[config.mk]
export PLATFORM = sky130hd
export DESIGN_NAME = sense_barrier
export DESIGN_NICKNAME = d
export VERILOG_FILES = /design/src/rtl/sense_barrier_pkg.sv /design/src/rtl/barrier_slot.sv /design/src/rtl/barrier_count.sv /design/src/rtl/sense_barrier.sv
export SDC_FILE = /design/constraint.sdc
export NUM_CORES = 1
export LEC_CHECK = 0
export BUFFER_PORTS_ARGS = -buffer_cell sky130_fd_sc_hd__clkbuf_2
export CAP_MARGIN = 20
export CORE_AREA = 10 10 47 49
export CTS_CLUSTER_DIAMETER = 40
export DETAILED_ROUTE_END_ITERATION = 10
export DIE_AREA = 0 0 57 59
export PLACE_DENSITY_LB_ADDON = 0.08
export SETUP_SLACK_MARGIN = 0.3
export SYNTH_ARGS = -nofsm -noshare
export SYNTH_HDL_FRONTEND = slang
export SYNTH_SLANG_ARGS = --single-unit
[constraint.sdc]
create_clock -name clk_i -period 4.25 [get_ports clk_i]
set_input_delay 0.2125 -clock clk_i [delete_from_list [all_inputs] [get_ports clk_i]]
set_output_delay 0.2125 -clock clk_i [all_outputs]
set_load 0.1 [all_outputs]
[src/rtl/sense_barrier_pkg.sv]
package sense_barrier_pkg;
  function automatic int unsigned cnt_bits(int unsigned n);
    return (n < 2) ? 1 : $clog2(n + 1);
  endfunction
endpackage

[src/rtl/barrier_slot.sv]
module barrier_slot (
  input  logic clk_i,
  input  logic rst_ni,
  input  logic arrive_i,
  input  logic release_i,
  output logic accept_o,
  output logic done_o,
  output logic err_o
);
  logic sense_q;
  logic err_q;

  assign done_o   = (sense_q == release_i);
  assign accept_o = arrive_i & done_o;
  assign err_o    = err_q;

  always_ff @(posedge clk_i or negedge rst_ni) begin
    if (!rst_ni) begin
      sense_q <= 1'b0;
      err_q   <= 1'b0;
    end else begin
      if (accept_o) sense_q <= ~sense_q;
      err_q <= arrive_i & ~done_o;
    end
  end

  // a repeated arrival leaves the sense untouched
  a_r6_repeat_keeps_sense: assert property (@(posedge clk_i) disable iff (!rst_ni)
    (arrive_i && !done_o) |=> $stable(sense_q));
endmodule

[src/rtl/barrier_count.sv]
module barrier_count #(
  parameter int unsigned N_PART = 4
) (
  input  logic              clk_i,
  input  logic              rst_ni,
  input  logic [N_PART-1:0] accept_i,
  output logic              release_o,
  output logic              open_o
);
  import sense_barrier_pkg::*;
  localparam int unsigned CW = cnt_bits(N_PART);

  logic [CW-1:0] count_q;
  logic [CW-1:0] n_arr;
  logic [CW-1:0] sum;
  logic          release_q;

  always_comb begin
    n_arr = '0;
    for (int i = 0; i < N_PART; i++) n_arr = n_arr + CW'(accept_i[i]);
  end

  assign sum       = count_q + n_arr;
  assign open_o    = (sum == CW'(N_PART));
  assign release_o = release_q;

  always_ff @(posedge clk_i or negedge rst_ni) begin
    if (!rst_ni) begin
      count_q   <= '0;
      release_q <= 1'b0;
    end else begin
      count_q <= open_o ? '0 : sum;
      if (open_o) release_q <= ~release_q;
    end
  end

  // counter stays below the participant count
  a_r3_count_range: assert property (@(posedge clk_i) disable iff (!rst_ni)
    count_q < CW'(N_PART));
endmodule

[src/rtl/sense_barrier.sv]
module sense_barrier #(
  parameter int unsigned N_PART = 4
) (
  input  logic              clk_i,
  input  logic              rst_ni,
  input  logic [N_PART-1:0] arrive_i,
  output logic [N_PART-1:0] done_o,
  output logic [N_PART-1:0] err_o
);
  logic [N_PART-1:0] accept;
  logic              release_bit;
  logic              open;

  barrier_count #(.N_PART(N_PART)) u_count (
    .clk_i     (clk_i),
    .rst_ni    (rst_ni),
    .accept_i  (accept),
    .release_o (release_bit),
    .open_o    (open)
  );

  for (genvar g = 0; g < N_PART; g++) begin : g_slot
    barrier_slot u_slot (
      .clk_i     (clk_i),
      .rst_ni    (rst_ni),
      .arrive_i  (arrive_i[g]),
      .release_i (release_bit),
      .accept_o  (accept[g]),
      .done_o    (done_o[g]),
      .err_o     (err_o[g])
    );

    // an arrival that does not open the barrier makes the participant wait
    a_r2_arrival_waits: assert property (@(posedge clk_i) disable iff (!rst_ni)
      (arrive_i[g] && done_o[g] && !open) |=> !done_o[g]);
  end

  // opening the barrier releases every participant
  a_r4_open_all_done: assert property (@(posedge clk_i) disable iff (!rst_ni)
    open |=> (&done_o));
endmodule

==> Word level (Yosys, flattened, before mapping) <==
Cells that the tools add are included.
{ "op_classes": {"addsub": 4, "multipliers": 0, "n_div": 0, "order_cmp": 0, "eq_ne": 5, "shift": 0, "muxes": 1, "bitwise": 17, "n_reduce_logical": 0} }
{ "op_table": {"columns": ["op", "count"], "rows": [
  ["1-bit NOT", 9],
  ["1-bit bitwise AND", 8],
  ["3-bit by 1-bit adder with 3-bit output", 2],
  ["1-bit == test", 4],
  ["3-bit adder", 1],
  ["3-bit == test, second input constant", 1],
  ["3-bit 2-to-1 mux", 1],
  ["1-bit by 1-bit adder with 2-bit output", 1]
]} }
{ "word_totals": {"regBits": 12, "latchBits": 0, "ramBits": 0, "mem_bits_ro": 0, "wordCells": 37, "memories": 0} }

==> Longest topological paths before layout <==
Gate-level depths: netlist of run 1.
{ "depth": {"depth_word": 8, "ltp_mapped": 10, "mapped_depth_nobuf": 9} }

==> Cells and area by module <==
From an unflattened synthesis of run 1, not the netlist that was laid out.
{ "hier_totals": {"hier_cells": 45, "area_unflattened_um2": 585.6} }
{ "modules_own_cells": {"columns": ["module", "instances", "cells_per_inst", "area_per_inst_um2", "seq_area_each_um2"], "rows": [
  ["barrier_slot", 4, 7, 92.6, 50.0],
  ["barrier_count", 1, 17, 215.2, 100.1]
]} }

==> Worst setup path before layout of run 1 <==
Ideal clock, no wire load.
{ "synth_path": {"path_kind": "flip-flop to flip-flop", "startpoint": "register u_count.release_q (netlist: u_count.release_o)", "endpoint": "register u_count.release_q (netlist: u_count.release_o)", "t_arrival_ns": 2.567, "required_time_ns": 4.171, "path_slack_ns": 1.604, "path_stages_with_launch": 11, "path_buffers": 1, "cell_sequence": "dfrtp_1 -> buf_2 -> xnor2_1 -> and2_1 -> ha_1 -> fa_1 -> ha_1 -> fa_1 -> xnor3_1 -> nor3_2 -> xor2_1"} }
{ "synth_via": {"elab_chain_cells": 7} }
{ "synth_rtl": {"columns": ["element", "line_no", "rtl"], "rows": [
  ["start, declared", "barrier_count.sv:16", "logic release_q;"],
  ["start signal, assigned", "barrier_count.sv:33", "if (open_o) release_q <= ~release_q;"],
  ["1-bit == test", "barrier_slot.sv:13", "assign done_o = (sense_q == release_i);"],
  ["named net g_slot[1].u_slot.done_o", "barrier_slot.sv:7", "output logic done_o,"],
  ["1-bit bitwise AND", "barrier_slot.sv:14", "assign accept_o = arrive_i & done_o;"],
  ["named net g_slot[1].u_slot.accept_o", "barrier_slot.sv:6", "output logic accept_o,"],
  ["1-bit by 1-bit adder with 2-bit output", "barrier_count.sv:20", "for (int i = 0; i < N_PART; i++) n_arr = n_arr + CW'(accept_i[i]);"],
  ["3-bit by 1-bit adder with 3-bit output (2 in a row)", "barrier_count.sv:20", null],
  ["3-bit adder", "barrier_count.sv:23", "assign sum = count_q + n_arr;"],
  ["3-bit == test", "barrier_count.sv:24", "assign open_o = (sum == CW'(N_PART));"]
]} }
The timed path passes the listed nets, and every way through them passes these cells.
A chain may end at the register's enable or synchronous reset.

==> Final worst setup path of run 1 <==
{ "layout_path": {"startpoint": "register u_count.release_q (netlist: u_count.release_o)", "endpoint": "register u_count.release_q (netlist: u_count.release_o)"} }
{ "layout_via": {"elab_chain_cells": 7} }
{ "layout_rtl": {"columns": ["element", "line_no"], "rows": [
  ["1-bit == test", "barrier_slot.sv:13"],
  ["1-bit bitwise AND", "barrier_slot.sv:14"],
  ["named net g_slot[1].u_slot.accept_o", "barrier_slot.sv:6"],
  ["1-bit by 1-bit adder with 2-bit output", "barrier_count.sv:20"],
  ["3-bit by 1-bit adder with 3-bit output (2 in a row)", "barrier_count.sv:20"],
  ["3-bit adder", "barrier_count.sv:23"],
  ["3-bit == test", "barrier_count.sv:24"]
]} }
The timed path passes the listed nets, and every way through them passes these cells.

==> metrics.csv, run 1 <==
metric,value,unit
status,finished clean,
worst reg2reg path startpoint,u_count.release_o,
hold depth,2,
Routed WL,947,um
Post-DP Area,651.9,sq um
number of standard cells after synthesis,53,
CTS Root Cell,clkbuf_4,
RePlAce Congestion,0.7142,
Post-CTS Repair Setup Buffers,0,
Layout Area Growth over Synthesis,7.045,%
critical path peak fanout,9,
clock latency on the worst-skew pair,0.27,ns
clock-pin slew on the worst setup and hold paths,0.07,ns
Fin Setup TNS,0,ns
CP Launch Type,flip-flop,
die width,57,um
clock sinks,12,
Chip Height,59,um
most frequent cells in the layout,"clkbuf_2, dfrtp_1",
fin crit share,0.6595,
adder-cell share of the synthesized area,0.1213,
initial antenna violation count,0,
ant diodes,0,
RSZ-0062 raised after global routing,false,
final total power,0.0002082,W
CP arrival,3.00,ns
Top Ports,14,
Final Non-Filler Cells,75,
Max Cap Viol,0,
Rows,14,
syn avg cell area,12.06,sq um
minimum clock period,2.803,ns
"most common cell after layout, fill and taps aside",clkbuf_2,
setup ws final,1.447,ns
hold path start,arrive_i[2],
DR DRC count,0,
dpl cells,71,
pin count of the biggest net entering global routing,13,
cts bufs inserted,3,
FILL cells,134,
post-CTS sizing,0,
placed wire-length estimate,791.4,um
vias in the first global route,385,
global-route wire length before repair,1.683,mm
number of warnings issued by yosys,0,
Worst R2R Setup Slack,1.45,ns
f_max,0.3568,GHz
# setup viols final,0,
grt ovf,0,
PortBufs,13,
Max Root-Sink Buffers,2,
Relative slew margins,0.6366,
1st-iter DRT viols,0,
"Distinct cells, synth",15,
leakage,0.3923,nW
share of layout cells above drive strength 1,0.2881,
Avg WL per Cell,12.63,um
"Slew Viols, Final",0,
H-tree levels,1,
clock skew,0.001865,ns
pwr dens,304.2,nW/um^2
Critical Path RT,4.45,ns
critical path class,reg2reg,
Peak VDD IR,180.5,uV
mux share of post-synthesis cell area,0.06262,
largest family of logic cells by synthesized area,buffers and inverters,
DR vias/cell,4.667,
number of synthesized register bits,12,
worst-margin pin slew,0.5474,ns
total global-route track usage,0.06538,
Worst Setup End Kind,flip-flop,
Hold WC Path Type,in2reg,
Post-Synth XOR/XNOR Area,0.1037,
Synth Area in Simple Gates,0.1057,
Syn Nets,64,
synthesized cell area,639.4,sq um
Vias,350,
reg-to-reg endpoint,u_count.release_o,
TritonCTS clock tree,done,
DP Worst Slack,1.424,ns
register area share after synthesis,0.4697,
worst reg2reg path depth,9,
nets,72,
Pre-Repair DR Iteration Count,1,
WHS Endpoint,g_slot[2].u_slot.sense_q,
Initial Util,0.4562,
core area,1401,sq um
final hold vios,0,
Compound-Gate Fraction of Synth Area,0,
DIE AREA,3363,sq um
fin area,684.4,sq um
Final ANT Viol Nets,0,
[synthesized netlist by cell type, drive strengths merged]
cell | count | share of area
ha | 3 | 0.059
nor3 | 1 | 0.016
and2 | 4 | 0.039
xnor3 | 1 | 0.035
nor2b | 4 | 0.039
fa | 2 | 0.063
nor2 | 2 | 0.012
buf | 9 | 0.10
xnor2 | 4 | 0.055
clkbuf | 2 | 0.012
mux2i | 4 | 0.063
dfrtp | 12 | 0.47
xor2 | 1 | 0.014
inv | 4 | 0.023
[report_power, final]
part	switching [W]	total (W)	internal, W
Combinational	0.0000196	0.0000247	0.00000504
Sequential	0.000000466	0.000117	0.000116
Clock	0.0000342	0.0000670	0.0000328
Total	0.0000543	0.000208	0.000154
[registers in the layout (all words and copies together), names as in the netlist]
signal                 count
g_slot.u_slot.err_o        4
g_slot.u_slot.sense_q      4
u_count.count_q            3
u_count.release_o          1
[kinds of logic (layout without fill, tap and decap cells)]
group,count (synthesis),count (layout)
buf+inv,15,21
flops,12,12
simple gates,11,11
xor+xnor,6,6
fa+ha+maj,5,5
mux,4,4
[how the worst max path moves through the flow]
stage                 startpoint           endpoint  slack [ns]  depth (start not counted)
6_report       u_count.release_o  u_count.release_o        1.45                          9
2_1_floorplan  u_count.release_o  u_count.release_o        1.60                         10
4_1_cts        u_count.release_o  u_count.release_o        1.42                          9
3_5_place_dp   u_count.release_o  u_count.release_o        1.42                          9
5_1_grt        u_count.release_o  u_count.release_o        1.24                          9
3_3_place_gp   u_count.release_o  u_count.release_o        1.47                          9
[worst max-delay path, stage by stage (launching register included)]
cell and delay, ns:
dfrtp_1 0.57, xnor2_1 0.16, and2_1 0.19, ha_1 0.30
fa_1 0.43, ha_1 0.20, fa_1 0.37, xnor3_1 0.22
nor3_2 0.14, xor2_1 0.15
[per-stage QoR]
| stage | util | hold WS, ns |
|---|---|---|
| finish | 0.4884 | 0.1529 |
| global route | 0.4884 | 0.1511 |
| CTS | 0.4884 | 0.1491 |
| detailed placement | 0.4652 | 0.1129 |
| global placement | 0.4652 | 0.1012 |
| floorplan | - | -0.08309 |
[metal layers]
metal / vias to the layer above / track usage / part of all wire
li1: 169 / - / -
met1: 163 / 0.07063 / 0.40
met2: 13 / 0.09302 / 0.46
met3: 5 / 0.03648 / 0.099
met4: 0 / 0.05034 / 0.032
met5: - / 0 / 0
[final cells by class]
type	count	area, sq um	area share
clock buffer	3	22.52	0.03291
inverter	4	15.01	0.02194
multi-input combinational	26	251.5	0.3675
sequential	12	300.3	0.4388
tap	16	20.02	0.02925
timing repair buffer	14	75.07	0.1097
[what timing repair did]
item / CTS / global route
endpoints found under the setup margin: 0 / 0
hold buffers: 1 / 0
endpoints found under the hold margin: 12 / 0
(Power assumes the default switching activity.)
==> inputs of run 2 (changes only) <==
- ABC_AREA: not set -> 1
- CORE_AREA: 10 10 47 49 -> not set
- CORE_MARGIN: not set -> 10
- CORE_UTILIZATION: not set -> 51
- DIE_AREA: 0 0 57 59 -> not set
- clock period: 4.25 -> 2.7 ns (I/O delays scaled with it)
==> run 2 against run 1 <==
Effect of this change: non-clock buffer count grew 5; sequential share of layout area fell by 6.3 points; critical path depth up 1; design area grew 17%; flip-flop and latch count did not move.
==> metrics.csv, run 2 <==
metric,value,unit
status,finished clean,
PortBufs,13,
top-count cell post-synth,dfrtp_1,
DIE AREA,3230,sq um
Fin Setup TNS,0,ns
f_max,0.3943,GHz
number of warnings issued by yosys,0,
number of synthesized register bits,12,
"Slew Viols, Final",0,
cts bufs inserted,3,
clock skew,0.006750,ns
FILL cells,108,
Worst Setup End Kind,flip-flop,
Syn Nets,83,
Pre-Repair DR Iteration Count,4,
CP arrival,2.70,ns
Routed WL,1.121,mm
Post-DP Area,714.4,sq um
# setup viols final,0,
share of layout cells above drive strength 1,0.4762,
Initial Util,0.5385,
Sequential cell area,301.5,sq um
fin area,802.0,sq um
RSZ-0062 raised after global routing,true,
H-tree levels,1,
DR DRC count,0,
Layout Area Growth over Synthesis,15.91,%
Post-synth EDFFs,0,
grt ovf,0,
synthesized cell area,691.9,sq um
Avg WL per Cell,11.32,um
minimum clock period,2.536,ns
"most common cell after layout, fill and taps aside",clkbuf_2,
Yosys top cell area share,0.4340,
global-route wire length before repair,2.076,mm
Critical Path RT,2.86,ns
Max Root-Sink Buffers,2,
area of the multi-input gates,287.8,sq um
register area share after synthesis,0.4340,
initial antenna violation count,0,
critical path peak fanout,4,
vias in the first global route,495,
final hold vios,0,
commonest cells in the netlist,"dfrtp_1, nand2_1, buf_4, inv_1, nor2_1",
worst-margin pin slew,0.5466,ns
clock sinks,12,
placed wire-length estimate,877.1,um
nets,96,
Chip Height,56.84,um
Rows,13,
critical path class,reg2reg,
number of standard cells after synthesis,72,
most frequent cells in the layout,"clkbuf_2, nand2_1, dfrtp_1",
1st-iter DRT viols,4,
core area,1285,sq um
CP Launch Type,flip-flop,
Vias,449,
clock-pin slew on the worst setup and hold paths,0.08,ns
ys flop type,dfrtp_1,
dominant cells by area after synthesis,"dfrtp_1, xor2_2, buf_4, nand2_1, fa_1",
top cell type by total area after synthesis,dfrtp_1,
RePlAce Congestion,0.7234,
Relative slew margins,0.6371,
syn avg cell area,9.610,sq um
Max Cap Viol,0,
TritonCTS clock tree,done,
Top Ports,14,
pin count of the biggest net entering global routing,13,
fin crit share,0.9394,
"Distinct cells, synth",15,
Final ANT Viol Nets,0,
Hold WC Path Type,in2reg,
Post-synth ARST share,1.000,
clock latency on the worst-skew pair,0.27,ns
total global-route track usage,0.07796,
ant diodes,0,
DR vias/cell,4.535,
die width,56.84,um
CTS Root Cell,clkbuf_4,
-- run 2: timing repair --
item	4_1_cts	5_1_grt
endpoints found under the hold margin	12	0
resized for setup	3	3
pin swaps	1	0
setup buffers	2	1
hold buffers	1	0
endpoints found under the setup margin	2	2
-- run 2: layer usage --
| metal | wire [um] | track usage | up-vias | share of wire |
|---|---|---|---|---|
| met2 | 514 | 0.1207 | 11 | 0.46 |
| met5 | 0 | 0 | - | 0 |
| met1 | 497 | 0.08696 | 207 | 0.44 |
| met3 | 79 | 0.02921 | 4 | 0.070 |
| met4 | 29 | 0.05034 | 0 | 0.026 |
| li1 | - | - | 227 | - |
-- run 2: stage by stage --
| stage | util | instances | hold slack, ns | setup slack (ns) |
|---|---|---|---|---|
| after floorplan | - | 72 | -0.1606 | 0.2198 |
| final | 0.6241 | 99 | 0.1128 | 0.1636 |
| after global routing | 0.6241 | 99 | 0.1458 | -0.01193 |
| after detailed placement | 0.5560 | 91 | 0.03829 | 0.08968 |
| after global placement | 0.5560 | 91 | 0.04149 | 0.1303 |
| after CTS | 0.6105 | 98 | 0.1122 | 0.1420 |
-- run 2: worst max-delay path, cell delays in order (launching register included) --
cell	delay, ns
dfrtp_2	0.45
xor2_2	0.19
nor2_1	0.06
ha_1	0.30
fa_1	0.49
ha_2	0.17
fa_2	0.46
nor2_4	0.12
nand3_1	0.09
nand2_1	0.06
nand2_1	0.04
-- run 2: logic make-up after synthesis --
group,share of synthesized area
compound gates,0.02893
xor+xnor,0.09403
fa+ha+maj,0.1121
buf+inv,0.1790
flops,0.4340
simple gates,0.1519
-- run 2: path summary, 6_finish.rpt --
check	from	endpoint	slack (ns)	depth (start not counted)
worst max-delay path	u_count.release_o	u_count.release_o	0.16	10
worst max register to register	u_count.release_o	u_count.release_o	0.16	10
worst min-delay path	arrive_i[2]	g_slot[2].u_slot.err_o	0.11	3
min in group asynchronous	rst_ni	g_slot[2].u_slot.err_o	0.28	2
worst min register to register	g_slot[2].u_slot.sense_q	g_slot[2].u_slot.sense_q	0.55	2
max in group asynchronous	rst_ni	u_count.release_o	2.16	2
-- run 2: final cells by class --
type / count / share of cell area
sequential: 12 / 0.3760
multi-input combinational: 37 / 0.3588
tap: 15 / 0.02340
timing repair buffer: 19 / 0.1404
clock buffer: 4 / 0.04524
inverter: 12 / 0.05616
Power of run 2 is not shown: default switching activity piles up to over one toggle a cycle in this logic, so the estimate is an artifact.
==> inputs of run 3 (changes only) <==
- ABC_AREA: 1 -> not set
- CORE_AREA: not set -> 10 10 47 49
- CORE_MARGIN: 10 -> not set
- CORE_UTILIZATION: 51 -> not set
- CTS_CLUSTER_SIZE: not set -> 20
- DIE_AREA: not set -> 0 0 57 59
==> run 3 against run 2 <==
Effect of this change: design area fell by 1.7%; clock-buffer cell count did not move; wire length fell by 5.4%; clock skew fell by 0.0059 ns; register-to-register slack got worse by 0.09 ns; critical path type unchanged; core utilization fell by 6.2 points; sequential share of layout area rose by 0.66 points; cell count fell by 17%; highest routed layer unchanged; non-clock buffer count rose by 1; setup slack got worse by 0.090 ns; flip-flop and latch count did not move.
==> metrics.csv, run 3 (synthesized netlist as in run 1, its figures left out) <==
metric,value,unit
status,finished clean,
Initial Util,0.4562,
hold depth,2,
Relative slew margins,0.6381,
pin count of the biggest net entering global routing,13,
vias in the first global route,421,
clock-pin slew on the worst setup and hold paths,0.08,ns
die width,57,um
DR vias/cell,4.439,
minimum clock period,2.626,ns
Peak VDD IR,328.3,uV
Bufs and invs on worst path,0,
RePlAce Congestion,0.7344,
RSZ-0062 raised after global routing,true,
worst reg2reg path depth,9,
leakage,0.4363,nW
"most common cell after layout, fill and taps aside",clkbuf_2,
worst-margin pin slew,0.5452,ns
WL met2,579,um
ant diodes,0,
Chip Height,59,um
Worst Setup End Kind,flip-flop,
TritonCTS clock tree,done,
clock latency on the worst-skew pair,0.27,ns
CP Launch Type,flip-flop,
cts bufs inserted,3,
core area,1401,sq um
Layout Area Growth over Synthesis,23.29,%
DIE AREA,3363,sq um
metal3 WL,96,um
Slowest Stage Delay on Critical Path,0.46,ns
grt ovf,0,
Hold WC Path Type,in2reg,
Final ANT Viol Nets,0,
"Slowest-stage cell, CP",dfrtp_2,
Critical Path RT,2.89,ns
PortBufs,13,
clock sinks,12,
Worst path top cell family by delay,adder cells,
1st-iter DRT viols,6,
Post-DP Area,701.9,sq um
CTS Root Cell,clkbuf_4,
Worst path depth,9,
final hold vios,0,
Max Cap Viol,0,
most frequent cells in the layout,"clkbuf_2, dfrtp_1, buf_4",
Rows,14,
placed wire-length estimate,877.4,um
pwr dens,463.2,nW/um^2
nets,78,
Pre-Repair DR Iteration Count,3,
Routed WL,1.061,mm
total global-route track usage,0.07378,
Sequential cell area,301.5,sq um
DR DRC count,0,
worst path cell trace,"xnor2_2, and2_4, ha_4, fa_1, ha_2, fa_2, xnor3_1, nor3_2, xor2_1",
initial antenna violation count,0,
global-route wire length before repair,1.876,mm
share of layout cells above drive strength 1,0.5000,
fin crit share,0.9727,
Avg WL per Cell,12.94,um
hold_ws,0.06744,ns
Worst R2R Setup Slack,0.07,ns
"Slew Viols, Final",0,
Met1 Wirelength,380,um
H-tree levels,1,
critical path peak fanout,4,
clock skew,0.0008114,ns
CP arrival,2.82,ns
Max Root-Sink Buffers,2,
Vias,364,
FILL cells,115,
area of the multi-input gates,291.5,sq um
Top Ports,14,
critical path class,reg2reg,
f_max,0.3808,GHz
# setup viols final,0,
DR top layer,met4,
fin area,788.3,sq um
run 3: per-stage QoR:
| stage | util | total power (W) | setup slack [ns] | setup TNS, ns | std cells |
|---|---|---|---|---|---|
| final | 0.5625 | 0.0003651 | 0.07373 | 0 | 82 |
| after global routing | 0.5625 | 0.0003847 | -0.04155 | -0.04155 | 82 |
| after CTS | 0.5482 | 0.0003716 | 0.04109 | 0 | 82 |
| after detailed placement | 0.5009 | 0.0002255 | -0.01283 | -0.01283 | 75 |
| after global placement | 0.5009 | 0.0002246 | 0.04841 | 0 | 75 |
| after floorplan | - | 0.0002178 | 0.08538 | 0 | 53 |
run 3: report_power, final:
group          internal, W  total [W]  switching, W
combinational   0.00000794  0.0000391     0.0000311
sequential        0.000182   0.000183   0.000000664
clock            0.0000819   0.000143     0.0000610
run 3: final cells by class:
| cell class | count | area share |
|---|---|---|
| flip-flops and latches | 12 | 0.3825 |
| multi-input cells | 26 | 0.3698 |
| repair buffers | 20 | 0.1571 |
| clock buffers | 4 | 0.04603 |
| well taps | 16 | 0.02540 |
| inverters | 4 | 0.01905 |
run 3: layer usage:
metal  global-route usage  up-vias
met5                    0        -
met4              0.05034        0
met3              0.04506        2
met2               0.1209        9
met1              0.06708      173
li1                     -      180
run 3: timing repair:
action                     4_1_cts  5_1_grt
hold buffers                     1        0
buffers inserted                 2        0
hold endpoints to repair        12        0
setup endpoints to repair        2        3
pin swaps                        3        7
gates resized for setup          2        4
run 3: worst paths after layout:
kind / from / end
worst max register to register: u_count.release_o / u_count.release_o
worst min-delay path: arrive_i[2] / g_slot[2].u_slot.sense_q
worst max-delay path: u_count.release_o / u_count.release_o
min in group asynchronous: rst_ni / g_slot[0].u_slot.err_o
max in group asynchronous: rst_ni / u_count.release_o
worst min register to register: g_slot[2].u_slot.sense_q / g_slot[2].u_slot.sense_q
